### src/rtl/tirq_pkg.sv
package tirq_pkg;
  localparam int unsigned TMRS_PER_GRP = 4;
  localparam int unsigned CAUSES       = 3;
  localparam int unsigned ADDR_W       = 4;
  localparam int unsigned DATA_W       = 32;
  localparam int unsigned ENA_LSB      = 12;
  localparam int unsigned PND_LSB      = 16;
  localparam int unsigned WIDE_BASE    = 4;
  localparam int unsigned STAT_ADDR    = 8;
  localparam int unsigned LANE_W       = 8;

  // lane of wide timer k inside the shared status word: timer 0 on top
  function automatic int unsigned stat_lane_lsb(int unsigned k);
    return (TMRS_PER_GRP - 1 - k) * LANE_W;
  endfunction
endpackage

### src/rtl/tirq_group.sv
module tirq_group #(
  parameter int unsigned N = 4,
  parameter int unsigned S = 3,
  localparam int unsigned W = N * S
) (
  input  logic         clk,
  input  logic         rst_n,
  input  logic [N-1:0] en_we,
  input  logic [W-1:0] en_wd,
  input  logic [W-1:0] clr,
  input  logic [W-1:0] evt,
  output logic [W-1:0] en_q,
  output logic [W-1:0] pend_q
);
  for (genvar t = 0; t < N; t++) begin : g_tmr
    always_ff @(posedge clk or negedge rst_n) begin
      if (!rst_n) begin
        en_q[t*S +: S] <= '0;
      end else if (en_we[t]) begin
        en_q[t*S +: S] <= en_wd[t*S +: S];
      end
    end

    // enables change only when written

    en_hold_chk: assert property (@(posedge clk) disable iff (!rst_n)
      !en_we[t] |=> $stable(en_q[t*S +: S]));
  end

  // event set wins over write-one clear
  always_ff @(posedge clk or negedge rst_n) begin
    if (!rst_n) pend_q <= '0;
    else        pend_q <= (pend_q & ~clr) | evt;
  end

  for (genvar b = 0; b < W; b++) begin : g_bit

    evt_sets_chk: assert property (@(posedge clk) disable iff (!rst_n)
      evt[b] |=> pend_q[b]);

    clr_wins_chk: assert property (@(posedge clk) disable iff (!rst_n)
      (clr[b] && !evt[b]) |=> !pend_q[b]);

    no_spurious_chk: assert property (@(posedge clk) disable iff (!rst_n)
      (!pend_q[b] && !evt[b]) |=> !pend_q[b]);
  end
endmodule

### src/rtl/tirq_line.sv
module tirq_line #(
  parameter int unsigned W = 12
) (
  input  logic         clk,
  input  logic         rst_n,
  input  logic [W-1:0] pend,
  input  logic [W-1:0] en,
  output logic         irq
);
  logic req;
  assign req = |(pend & en);

  always_ff @(posedge clk or negedge rst_n) begin
    if (!rst_n) irq <= 1'b0;
    else        irq <= req;
  end


  irq_rise_chk: assert property (@(posedge clk) disable iff (!rst_n)
    (|(pend & en)) |=> irq);

  irq_fall_chk: assert property (@(posedge clk) disable iff (!rst_n)
    ((pend & en) == '0) |=> !irq);
endmodule

### src/rtl/tmr_irq_agg.sv
module tmr_irq_agg
  import tirq_pkg::*;
#(
  parameter int unsigned N = TMRS_PER_GRP,
  parameter int unsigned S = CAUSES,
  localparam int unsigned W = N * S
) (
  input  logic                clk,
  input  logic                rst_n,
  input  logic [ADDR_W-1:0]   reg_addr,
  input  logic                reg_wr,
  input  logic [DATA_W-1:0]   reg_wdata,
  output logic [DATA_W-1:0]   reg_rdata,
  input  logic [W-1:0]        evt16_i,
  input  logic [W-1:0]        evt32_i,
  output logic                irq_tmr16_o,
  output logic                irq_tmr32_o
);
  logic [N-1:0] we16, we32;
  logic [W-1:0] wd_en, clr16, clr32;
  logic [W-1:0] en16, pend16, en32, pend32;
  logic         stat_wr;

  assign stat_wr = reg_wr && (reg_addr == ADDR_W'(STAT_ADDR));

  for (genvar t = 0; t < N; t++) begin : g_dec
    localparam int unsigned LANE = stat_lane_lsb(t);
    assign we16[t] = reg_wr && (reg_addr == ADDR_W'(t));
    assign we32[t] = reg_wr && (reg_addr == ADDR_W'(WIDE_BASE + t));
    assign wd_en[t*S +: S] = reg_wdata[ENA_LSB +: S];
    assign clr16[t*S +: S] = we16[t] ? reg_wdata[PND_LSB +: S] : '0;
    assign clr32[t*S +: S] = stat_wr ? reg_wdata[LANE +: S] : '0;
  end

  tirq_group #(.N(N), .S(S)) u_grp16 (
    .clk(clk), .rst_n(rst_n), .en_we(we16), .en_wd(wd_en),
    .clr(clr16), .evt(evt16_i), .en_q(en16), .pend_q(pend16));

  tirq_group #(.N(N), .S(S)) u_grp32 (
    .clk(clk), .rst_n(rst_n), .en_we(we32), .en_wd(wd_en),
    .clr(clr32), .evt(evt32_i), .en_q(en32), .pend_q(pend32));

  tirq_line #(.W(W)) u_line16 (
    .clk(clk), .rst_n(rst_n), .pend(pend16), .en(en16), .irq(irq_tmr16_o));

  tirq_line #(.W(W)) u_line32 (
    .clk(clk), .rst_n(rst_n), .pend(pend32), .en(en32), .irq(irq_tmr32_o));

  always_comb begin
    reg_rdata = '0;
    for (int t = 0; t < int'(N); t++) begin
      if (reg_addr == ADDR_W'(t)) begin
        reg_rdata[ENA_LSB +: S] = en16[t*S +: S];
        reg_rdata[PND_LSB +: S] = pend16[t*S +: S];
      end
      if (reg_addr == ADDR_W'(WIDE_BASE + t))
        reg_rdata[ENA_LSB +: S] = en32[t*S +: S];
      if (reg_addr == ADDR_W'(STAT_ADDR))
        reg_rdata[stat_lane_lsb(t) +: S] = pend32[t*S +: S];
    end
  end


  unmapped_zero_chk: assert property (@(posedge clk) disable iff (!rst_n)
    (reg_addr > ADDR_W'(STAT_ADDR)) |-> (reg_rdata == '0));

  grp_isolation_chk: assert property (@(posedge clk) disable iff (!rst_n)
    ((pend32 & en32) == '0) |=> !irq_tmr32_o);
endmodule

### config.mk
export PLATFORM = sky130hd
export DESIGN_NAME = tmr_irq_agg
export DESIGN_NICKNAME = d
export VERILOG_FILES = /design/src/rtl/tirq_pkg.sv /design/src/rtl/tirq_group.sv /design/src/rtl/tirq_line.sv /design/src/rtl/tmr_irq_agg.sv
export SDC_FILE = /design/constraint.sdc
export NUM_CORES = 1
export LEC_CHECK = 0
export BUFFER_PORTS_ARGS = -buffer_cell sky130_fd_sc_hd__buf_4
export CORE_ASPECT_RATIO = 0.5
export CORE_MARGIN = 5
export CORE_UTILIZATION = 35
export DETAILED_ROUTE_END_ITERATION = 10
export GPL_TIMING_DRIVEN = 0
export PLACE_DENSITY = 0.59
export SYNTH_ARGS = -nofsm -noshare
export SYNTH_HDL_FRONTEND = slang
export SYNTH_SLANG_ARGS = --single-unit
### constraint.sdc
create_clock -name clk -period 2.3 [get_ports clk]
set_input_delay 0.23 -clock clk [delete_from_list [all_inputs] [get_ports clk]]
set_output_delay 0.23 -clock clk [all_outputs]
set_load 0.05 [all_outputs]
==> results.cfg, run 1 <==
[run_status]
outcome = complete, no violations

[drt]
drc = 0
avgRoutedWirePerCell_um = 16.3
vias = 2094
ant_nets = 0
drtPass1Iterations = 4
dr.first_iter.drc_count = 80
wl_um = 6990
vias_per_cell = 4.88

[worst_setup_path]
cp_slowest_cell = nor3b_1
critPathArrivalTime_ns = 1.60
endpoint_kind = primary output
cp.depth = 6
crit_start = reg_addr[0]
required_ns = 2.07
critical_path_class = input pin to primary output
crit_buf_inv = 3
r2r_end = u_line32.irq$_DFF_PN0_
critPathMaxFanout = 10
reg2reg_depth = 3
r2r-start = u_grp32.pend_q[3]$_DFF_PN0_
endpoint = reg_rdata[14]
critPathLaunchType = input pin
crit_path_cell_trace = buf_6 -> buf_4 -> nand2_1 -> nor3b_1 -> a221o_1 -> buf_4
cp_top_family = simple AND/OR/NAND/NOR gates
rrSetupSlack_ns = 1.13
timing.critical_path.mode_cell = buf_4
cpPeakStageDelay_ns = 0.45

[cts]
clk_pin_slew_ns = 0.06
clock_path_buffers = 2
cts_sinks = 50
clk_latency_ns = 0.29
cts_setup_buffers = 0
cts_buffers = 5
cts_max_level = 2
cts_tree = yes
cts_root_buffer = clkbuf_16

[final_layout]
drive_gt1_share_pct = 37.2
area_delta_synth_final_pct = 31.6
nets = 395
fillerInstances = 690
diodes = 0
stdcell_area_um2 = 3530

[placed_design]
place_congestion = 0.818
hpwl_um = 5340
postPlaceCellArea_um2 = 3320
portBuffers = 61

[logic_synthesis]
yosysTopAreaCellShare_pct = 46.6
synth_edf_count = 0
synth.distinct_cells = 36
synth.area.top_cells = dfrtp_1 47%, mux2_2 10%, a21o_1 6.7%
synth.avg_cell_area_um2 = 10.9
ys.warnings.count = 0
ys.flop_type = dfrtp_1
post-synth-top-area-cell = dfrtp_1
syn_inst = 247
netlist_area_um2 = 2680
ys_async_sr_fraction_pct = 100
yosysSeqAreaShare_pct = 46.6
yosys_register_bits = 50
yosysMostFrequentCell = dfrtp_1
yosys-top-cells-count = 50 x dfrtp_1, 28 x nand2_1, 24 x a21o_1, 24 x mux2_2, 19 x buf_4

[sta]
fin_crit_sh_pct = 79.4
setup_viol = 0
drv_slew = 0
worst-slew-pin-transition_ns = 0.617
maxSlewHeadroom_pct = 58.9
worst_hold_slack_ns = 0.110
fmax_mhz = 548
tns_ns = 0
min_period_ns = 1.83
finalHoldViolations = 0
fin_skew_ns = 0.00185
rsz0062_at_grt = no

[global_route]
first_global_vias = 2134
grt_max_degree = 51
grt_pass1_wl_um = 11400
grt_overflow = 0
grt_usage_pct = 14.9
antenna_found_initial = 0

[floorplanning]
die_w_um = 134
pin_count = 97
dieArea_um2 = 9620
core-area_um2 = 7400
die_h_um = 71.9
start_util_pct = 36.2
row_count = 22

[pwr]
ir_drop_mv = 0.319
p_leak_nw = 1.52
power_density_nw_per_um2 = 733

[job]
max_cap_violations = 0

[worst_hold_path]
hold_path.class = input pin to flop
## flip-flops by register name (all words and copies together), names as in the netlist
name and count:
u_grp32.en_q 12, u_line16.irq 1, u_grp16.en_q 12, u_grp16.pend_q 12, u_grp32.pend_q 12, u_line32.irq 1
## logic make-up (layout without fill, tap and decap cells)
family          count (synthesis)  count (layout)  share of synthesized area [%]
flops                          50              50                           46.6
compound gates                 63              63                           17.4
buf+inv                        29              99                           7.32
other cells                     1              17                          0.140
simple gates                   72              72                           15.4
mux                            32              32                           13.1
## metal layers
metal | global-route usage [%] | share of wire [%]
met4 | 3.42 | 0.97
met5 | 0 | 0
met2 | 23.3 | 43
met3 | 4.02 | 6.9
met1 | 21.0 | 49
## cell usage in the layout (no fill, tap or decap), types with 6 or more instances in the layout
master / count
a221oi_1: 6
conb_1: 17
mux2_2: 24
nand2_1: 28
and2_1: 9
dfrtp_1: 50
nor2_1: 7
mux2i_1: 8
o21ai_0: 11
a21o_1: 24
buf_4: 80
a22o_1: 6
## how the worst min path moves through the flow
stage / endpoint / cells after the start / startpoint
after CTS: u_grp16.pend_q[2]$_DFF_PN0_ / 2 / evt16_i[2]
after detailed placement: u_grp32.pend_q[4]$_DFF_PN0_ / 1 / rst_n
final: u_grp16.pend_q[2]$_DFF_PN0_ / 2 / evt16_i[2]
after global placement: u_grp16.pend_q[4]$_DFF_PN0_ / 1 / rst_n
after floorplan: u_grp16.en_q[0]$_DFFE_PN0N_ / 0 / rst_n
after global routing: u_grp16.pend_q[2]$_DFF_PN0_ / 2 / evt16_i[2]
## area by class of cell
class / count / area, µm² / area share [%]
well taps: 96 / 120 / 3.40
flip-flops and latches: 50 / 1250 / 35.4
plain buffers: 25 / 181 / 5.14
repair buffers: 62 / 468 / 13.3
multi-input cells: 184 / 1290 / 36.7
clock buffers: 6 / 139 / 3.93
inverters: 4 / 15.0 / 0.425
clock inverters: 2 / 60.1 / 1.70
## stage by stage
stage	worst slack (ns)	cells	power [mW]	util, %
floorplan	0.0775	263	1.44	-
global route	0.296	429	2.71	47.7
global placement	0.502	420	1.62	44.8
finish	0.475	429	2.59	47.7
CTS	0.488	429	2.61	47.7
detailed placement	0.499	420	1.63	44.8
## power breakdown
group	switching (mW)	total [mW]	internal [mW]
registers	0.103	1.09	0.984
logic	0.277	0.530	0.253
clock network	0.319	0.972	0.653
## repair_timing
item                                   CTS  global route
hold buffers                             1             0
resized for setup                        0             0
endpoints found under the hold margin   50             0
Note: power is estimated with default switching activity, not from simulation.
==> run 2: changes to the inputs <==
--- a/config.mk
+++ b/config.mk
@@ -11,7 +11,7 @@
 export CORE_UTILIZATION = 35
 export DETAILED_ROUTE_END_ITERATION = 10
 export GPL_TIMING_DRIVEN = 0
-export PLACE_DENSITY = 0.59
+export PLACE_DENSITY = 0.61
 export SYNTH_ARGS = -nofsm -noshare
 export SYNTH_HDL_FRONTEND = slang
 export SYNTH_SLANG_ARGS = --single-unit
==> constraint.sdc (replaced) <==
create_clock -name clk -period 1.5 [get_ports clk]
set_input_delay 0.15 -clock clk [delete_from_list [all_inputs] [get_ports clk]]
set_output_delay 0.15 -clock clk [all_outputs]
set_load 0.05 [all_outputs]
==> results.cfg, run 2 (synthesis gave the netlist of run 1 again) <==
[run_status]
outcome = complete, but fails checks
violations = negative setup slack

[placed_design]
place_congestion = 0.821
dp.cells = 420
hpwl_um = 5500
postPlaceCellArea_um2 = 3340
portBuffers = 61

[sta]
fmax_mhz = 590
worst_hold_slack_ns = 0.0333
rsz0062_at_grt = yes
drv_slew = 0
worst-slew-pin-transition_ns = 0.645
postLayoutSetupSlackWorst_ns = -0.196
setup_viol = 4
fin_crit_sh_pct = 113
maxSlewHeadroom_pct = 57.0
min_period_ns = 1.70
tns_ns = -0.499
finalHoldViolations = 0
fin_skew_ns = 0.00368

[final_layout]
mostFrequentLayoutCell = buf_4
area_delta_synth_final_pct = 36.6
post_layout_nonfiller_instances = 439
final_cell_mix = 84 x buf_4, 50 x dfrtp_1, 28 x nand2_1
nets = 405
fillerInstances = 682
drive_gt1_share_pct = 41.7
diodes = 0
stdcell_area_um2 = 3660

[cts]
cts_buffers = 5
clk_pin_slew_ns = 0.07
cts_root_buffer = clkbuf_16
cts_sinks = 50
clk_latency_ns = 0.29
cts_max_level = 2
cts_tree = yes
clock_path_buffers = 2

[drt]
highest_layer = met4
vias = 2236
drtPass1Iterations = 4
drt-met1-wl_um = 3530
ant_nets = 0
drc = 0
wl_um = 7360
met2_length_um = 3200
dr.first_iter.drc_count = 125
vias_per_cell = 5.09
wl_met3_um = 570
avgRoutedWirePerCell_um = 16.8

[pwr]
power_density_nw_per_um2 = 1110
ir_drop_mv = 0.491
p_leak_nw = 1.59

[global_route]
grt_max_degree = 51
grt_overflow = 0
grt_pass1_wl_um = 11800
first_global_vias = 2195
antenna_found_initial = 0
grt_usage_pct = 15.5

[worst_hold_path]
hold_path.class = input pin to flop
hold_depth = 2

[worst_setup_path]
crit_path_cell_trace = mux2i_1 -> o21ai_1 -> o2bb2ai_1 -> a221o_2 -> buf_6
endpoint_kind = primary output
critPathArrivalTime_ns = 1.55
critPathMaxFanout = 2
cpPeakStageDelay_ns = 0.40
reg2reg_depth = 4
critical_path_class = flop to primary output
required_ns = 1.35
cp_slowest_cell = dfrtp_1
critPathLaunchType = flop

[floorplanning]
die_w_um = 134
dieArea_um2 = 9620
die_h_um = 71.9
start_util_pct = 36.2
row_count = 22
pin_count = 97
core-area_um2 = 7400

[job]
max_cap_violations = 0
-- run 2: cell count changes in the layout (fill, tap and decap cells not counted), moves of 3 or more --
cell / change
buf_6: +6
o21ai_0: -5
o21ai_1: +5
buf_4: +4
o22ai_1: -3
o22ai_2: +3
-- run 2: final timing paths --
check | startpoint | end | slack, ns
setup / recovery | u_grp32.en_q[2]$_DFFE_PN0P_ | reg_rdata[14] | -0.20
hold / removal | evt16_i[8] | u_grp16.pend_q[8]$_DFF_PN0_ | 0.03
setup reg to reg | u_grp16.pend_q[3]$_DFF_PN0_ | u_line16.irq$_DFF_PN0_ | 0.27
min in group asynchronous | rst_n | u_grp32.pend_q[5]$_DFF_PN0_ | 0.43
max in group asynchronous | rst_n | u_grp16.pend_q[7]$_DFF_PN0_ | 0.64
hold reg to reg | u_grp32.pend_q[1]$_DFF_PN0_ | u_grp32.pend_q[1]$_DFF_PN0_ | 0.51
-- run 2: worst max-delay path, delay by kind of cell, from the launching register on --
kind | cells | cell delay, ns
buffers and inverters | 1 | 0.16
flip-flops | 1 | 0.40
multiplexers | 1 | 0.14
AO/OA/AOI/OAI | 3 | 0.55
-- run 2: what timing repair did --
| item | in CTS | in global routing |
|---|---|---|
| endpoints found under the hold margin | 50 | 0 |
| resized for setup | 11 | 3 |
| buffers inserted | 7 | 3 |
| gates cloned | 0 | 0 |
| pin swaps | 1 | 2 |
| setup endpoints to repair | 6 | 13 |
| hold buffers | 1 | 0 |
-- run 2: area by class of cell --
| type | count | area [µm²] | share of cell area (%) |
|---|---|---|---|
| well taps | 96 | 120 | 3.28 |
| inverters | 4 | 15.0 | 0.410 |
| flip-flops and latches | 50 | 1250 | 34.2 |
| multi-input cells | 184 | 1330 | 36.3 |
| clock buffers | 6 | 139 | 3.79 |
| clock inverters | 2 | 60.1 | 1.64 |
| plain buffers | 25 | 184 | 5.02 |
| repair buffers | 72 | 566 | 15.4 |
-- run 2: stage by stage --
stage | util, % | setup slack [ns] | total power [mW]
global route | 49.5 | -0.267 | 4.24
finish | 49.5 | -0.196 | 4.05
CTS | 49.1 | -0.198 | 4.07
detailed placement | 45.1 | -0.183 | 2.51
global placement | 45.1 | -0.164 | 2.49
floorplan | - | -0.185 | 2.21
-- run 2: per-layer routing --
metal	vias to the layer above	track usage [%]
li1	1047	-
met1	1091	22.5
met2	93	24.3
met3	5	3.74
met4	0	2.39
met5	-	0
-- run 2: report_power, final --
part / total [mW] / switching (mW) / leakage [nW] / internal (mW)
Clock: 1.49 / 0.489 / 0.0971 / 1.00
Combinational: 0.904 / 0.459 / 0.967 / 0.445
Sequential: 1.66 / 0.149 / 0.524 / 1.51
Total: 4.05 / 1.10 / 1.59 / 2.96
==> run 3: changes to the inputs <==
--- a/config.mk
+++ b/config.mk
@@ -11,7 +11,8 @@
 export CORE_UTILIZATION = 35
 export DETAILED_ROUTE_END_ITERATION = 10
 export GPL_TIMING_DRIVEN = 0
-export PLACE_DENSITY = 0.61
+export PLACE_DENSITY = 0.6
 export SYNTH_ARGS = -nofsm -noshare
 export SYNTH_HDL_FRONTEND = slang
+export SYNTH_HIERARCHICAL = 1
 export SYNTH_SLANG_ARGS = --single-unit
==> results.cfg, run 3 <==
[final_layout]
area_delta_synth_final_pct = 38.8
mostFrequentLayoutCell = buf_4
nets = 439
final_cell_mix = 85 x buf_4, 50 x dfrtp_1, 28 x inv_1
stdcell_area_um2 = 3930
fillerInstances = 783
drive_gt1_share_pct = 36.6
finalCoreUtilization_pct = 49.5
diodes = 0

[global_route]
use_met1_pct = 23.9
met2_usage_pct = 26.9
grt_usage_pct = 17.4
grt_overflow = 0
grt_most_used_layer = met2
grt_max_degree = 51
grtUsageMet3_pct = 3.83
grt_pass1_wl_um = 13100
first_global_vias = 2433
antenna_found_initial = 0

[drt]
avgRoutedWirePerCell_um = 17.3
drtPass1Iterations = 4
drc = 0
vias_per_cell = 4.90
vias = 2394
dr.first_iter.drc_count = 98
wl_um = 8470
ant_nets = 0

[floorplanning]
dieArea_um2 = 10100
die_h_um = 73.6
row_count = 23
core-area_um2 = 7940
pin_count = 97
die_w_um = 137
start_util_pct = 35.7

[cts]
cts_tree = yes
clock_path_buffers = 2
cts_root_buffer = clkbuf_16
cts_max_level = 2
clk_latency_ns = 0.29
cts_sinks = 50
clk_pin_slew_ns = 0.07
cts_buffers = 5

[logic_synthesis]
yosysTopAreaCellShare_pct = 44.2
yosys_register_bits = 50
post-synth-top-area-cell = dfrtp_1
yosysMostFrequentCell = dfrtp_1
syn_inst = 274
synth_edf_count = 0
synth.distinct_cells = 40
synth.avg_cell_area_um2 = 10.3
ys.warnings.count = 6
yosysSeqAreaShare_pct = 44.2
ys.flop_type = dfrtp_1
yosys-top-cells-count = 50 x dfrtp_1, 28 x inv_1, 24 x a21o_1, 24 x mux2_1, 21 x and2_1
ys_async_sr_fraction_pct = 100
netlist_area_um2 = 2830
synth.area.top_cells = dfrtp_1 44%, mux2_1 9.5%, a21o_1 6.4%

[worst_setup_path]
required_ns = 1.35
critPathLaunchType = flop
cpPeakStageDelay_ns = 0.44
critPathArrivalTime_ns = 1.52
critical_path_class = flop to primary output
r2r_end = u_line32/irq$_DFF_PN0_
cp_slowest_cell = dfrtp_1
cp_top_family = flip-flops
crit_buf_inv = 1
endpoint_kind = primary output
crit_path_cell_trace = mux2i_1 -> o21ai_1 -> a221o_1 -> buf_6
rrSetupSlack_ns = 0.32
r2r-start = u_grp32/pend_q[5]$_DFF_PN0_
critPathMaxFanout = 4
reg2reg_depth = 4

[pwr]
ir_drop_mv = 0.443
p_leak_nw = 1.73
power_density_nw_per_um2 = 967

[sta]
fin_crit_sh_pct = 111
drv_slew = 0
fin_skew_ns = 0.00258
tns_ns = -0.615
finalHoldViolations = 0
setup_viol = 6
postLayoutSetupSlackWorst_ns = -0.171
maxSlewHeadroom_pct = 57.4
fmax_mhz = 598
worst-slew-pin-transition_ns = 0.639
rsz0062_at_grt = yes
min_period_ns = 1.67
worst_hold_slack_ns = 0.0297

[worst_hold_path]
min-delay-start = evt32_i[4]
holdPathEnd = u_grp32/pend_q[4]$_DFF_PN0_
hold_depth = 2
hold_path.class = input pin to flop

[placed_design]
postPlaceCellArea_um2 = 3510
place_congestion = 0.907
portBuffers = 61
hpwl_um = 6100

[run_status]
outcome = complete, but fails checks
violations = negative setup slack

[job]
max_cap_violations = 0
==> run 3: changes by cell type in the layout (fill, tap and decap cells not counted), sizes merged, moves of 8 or more <==
| cell | previous run | this run |
|---|---|---|
| nand2 | 28 | 2 |
| and3 | 0 | 12 |
| and2 | 10 | 21 |
| buf | 93 | 101 |
| inv | 4 | 28 |
==> run 3: report_power, final <==
group | internal [mW] | total, mW | switching (mW)
combinational | 0.471 | 0.982 | 0.511
sequential | 1.51 | 1.67 | 0.161
clock | 0.662 | 1.15 | 0.488
==> run 3: kinds of logic after synthesis <==
group,share of synthesized area (%)
AND/OR/NAND/NOR,15.1
AO/OA/AOI/OAI,20.0
buffers and inverters,10.1
flip-flops,44.2
multiplexers,10.6
other,0.132
==> run 3: what timing repair did <==
action	in CTS	in global routing
endpoints found under the setup margin	18	40
pin swaps	10	2
gates resized for setup	21	25
hold buffers	1	0
hold endpoints to repair	50	0
setup buffers	16	1
gates cloned	1	0
==> run 3: layout make-up <==
| class | count | area (µm²) | share of cell area [%] |
|---|---|---|---|
| multi-input cells | 184 | 1440 | 36.7 |
| well taps | 112 | 140 | 3.56 |
| clock buffers | 7 | 143 | 3.63 |
| plain buffers | 27 | 193 | 4.90 |
| clock inverters | 1 | 5.00 | 0.127 |
| flip-flops and latches | 50 | 1250 | 31.8 |
| repair buffers | 80 | 652 | 16.6 |
| inverters | 28 | 105 | 2.67 |
==> run 3: worst max path at each step <==
stage                                       startpoint                     endpoint  slack [ns]  cells after the start
after floorplan                            reg_addr[0]                reg_rdata[17]       -0.08                      4
after global placement                     reg_addr[3]  u_grp32/en_q[1]$_DFFE_PN0P_       -0.38                      6
after detailed placement                   reg_addr[3]  u_grp32/en_q[1]$_DFFE_PN0P_       -0.38                      6
after CTS                  u_grp32/en_q[4]$_DFFE_PN0P_                reg_rdata[13]       -0.15                      4
after global routing      u_grp16/en_q[10]$_DFFE_PN0P_                reg_rdata[13]       -0.22                      4
final                     u_grp16/en_q[10]$_DFFE_PN0P_                reg_rdata[13]       -0.17                      4
==> run 3: layer usage <==
metal / up-vias / part of all wire [%]
li1: 1147 / -
met1: 1145 / 48
met2: 88 / 44
met3: 14 / 6.1
met4: 0 / 2.1
met5: - / 0
==> run 3: metrics by stage <==
step | power (mW) | cells | setup WS, ns
global placement | 2.49 | 463 | -0.378
CTS | 3.79 | 488 | -0.154
detailed placement | 2.51 | 463 | -0.380
floorplan | 2.20 | 290 | -0.0832
global route | 3.98 | 489 | -0.224
finish | 3.80 | 489 | -0.171
==> run 3: worst register-to-register path: stages (launching register included) <==
cell and delay, ns:
dfrtp_1 0.40, buf_4 0.15, a22o_1 0.24, a221oi_2 0.17, nand3_1 0.10
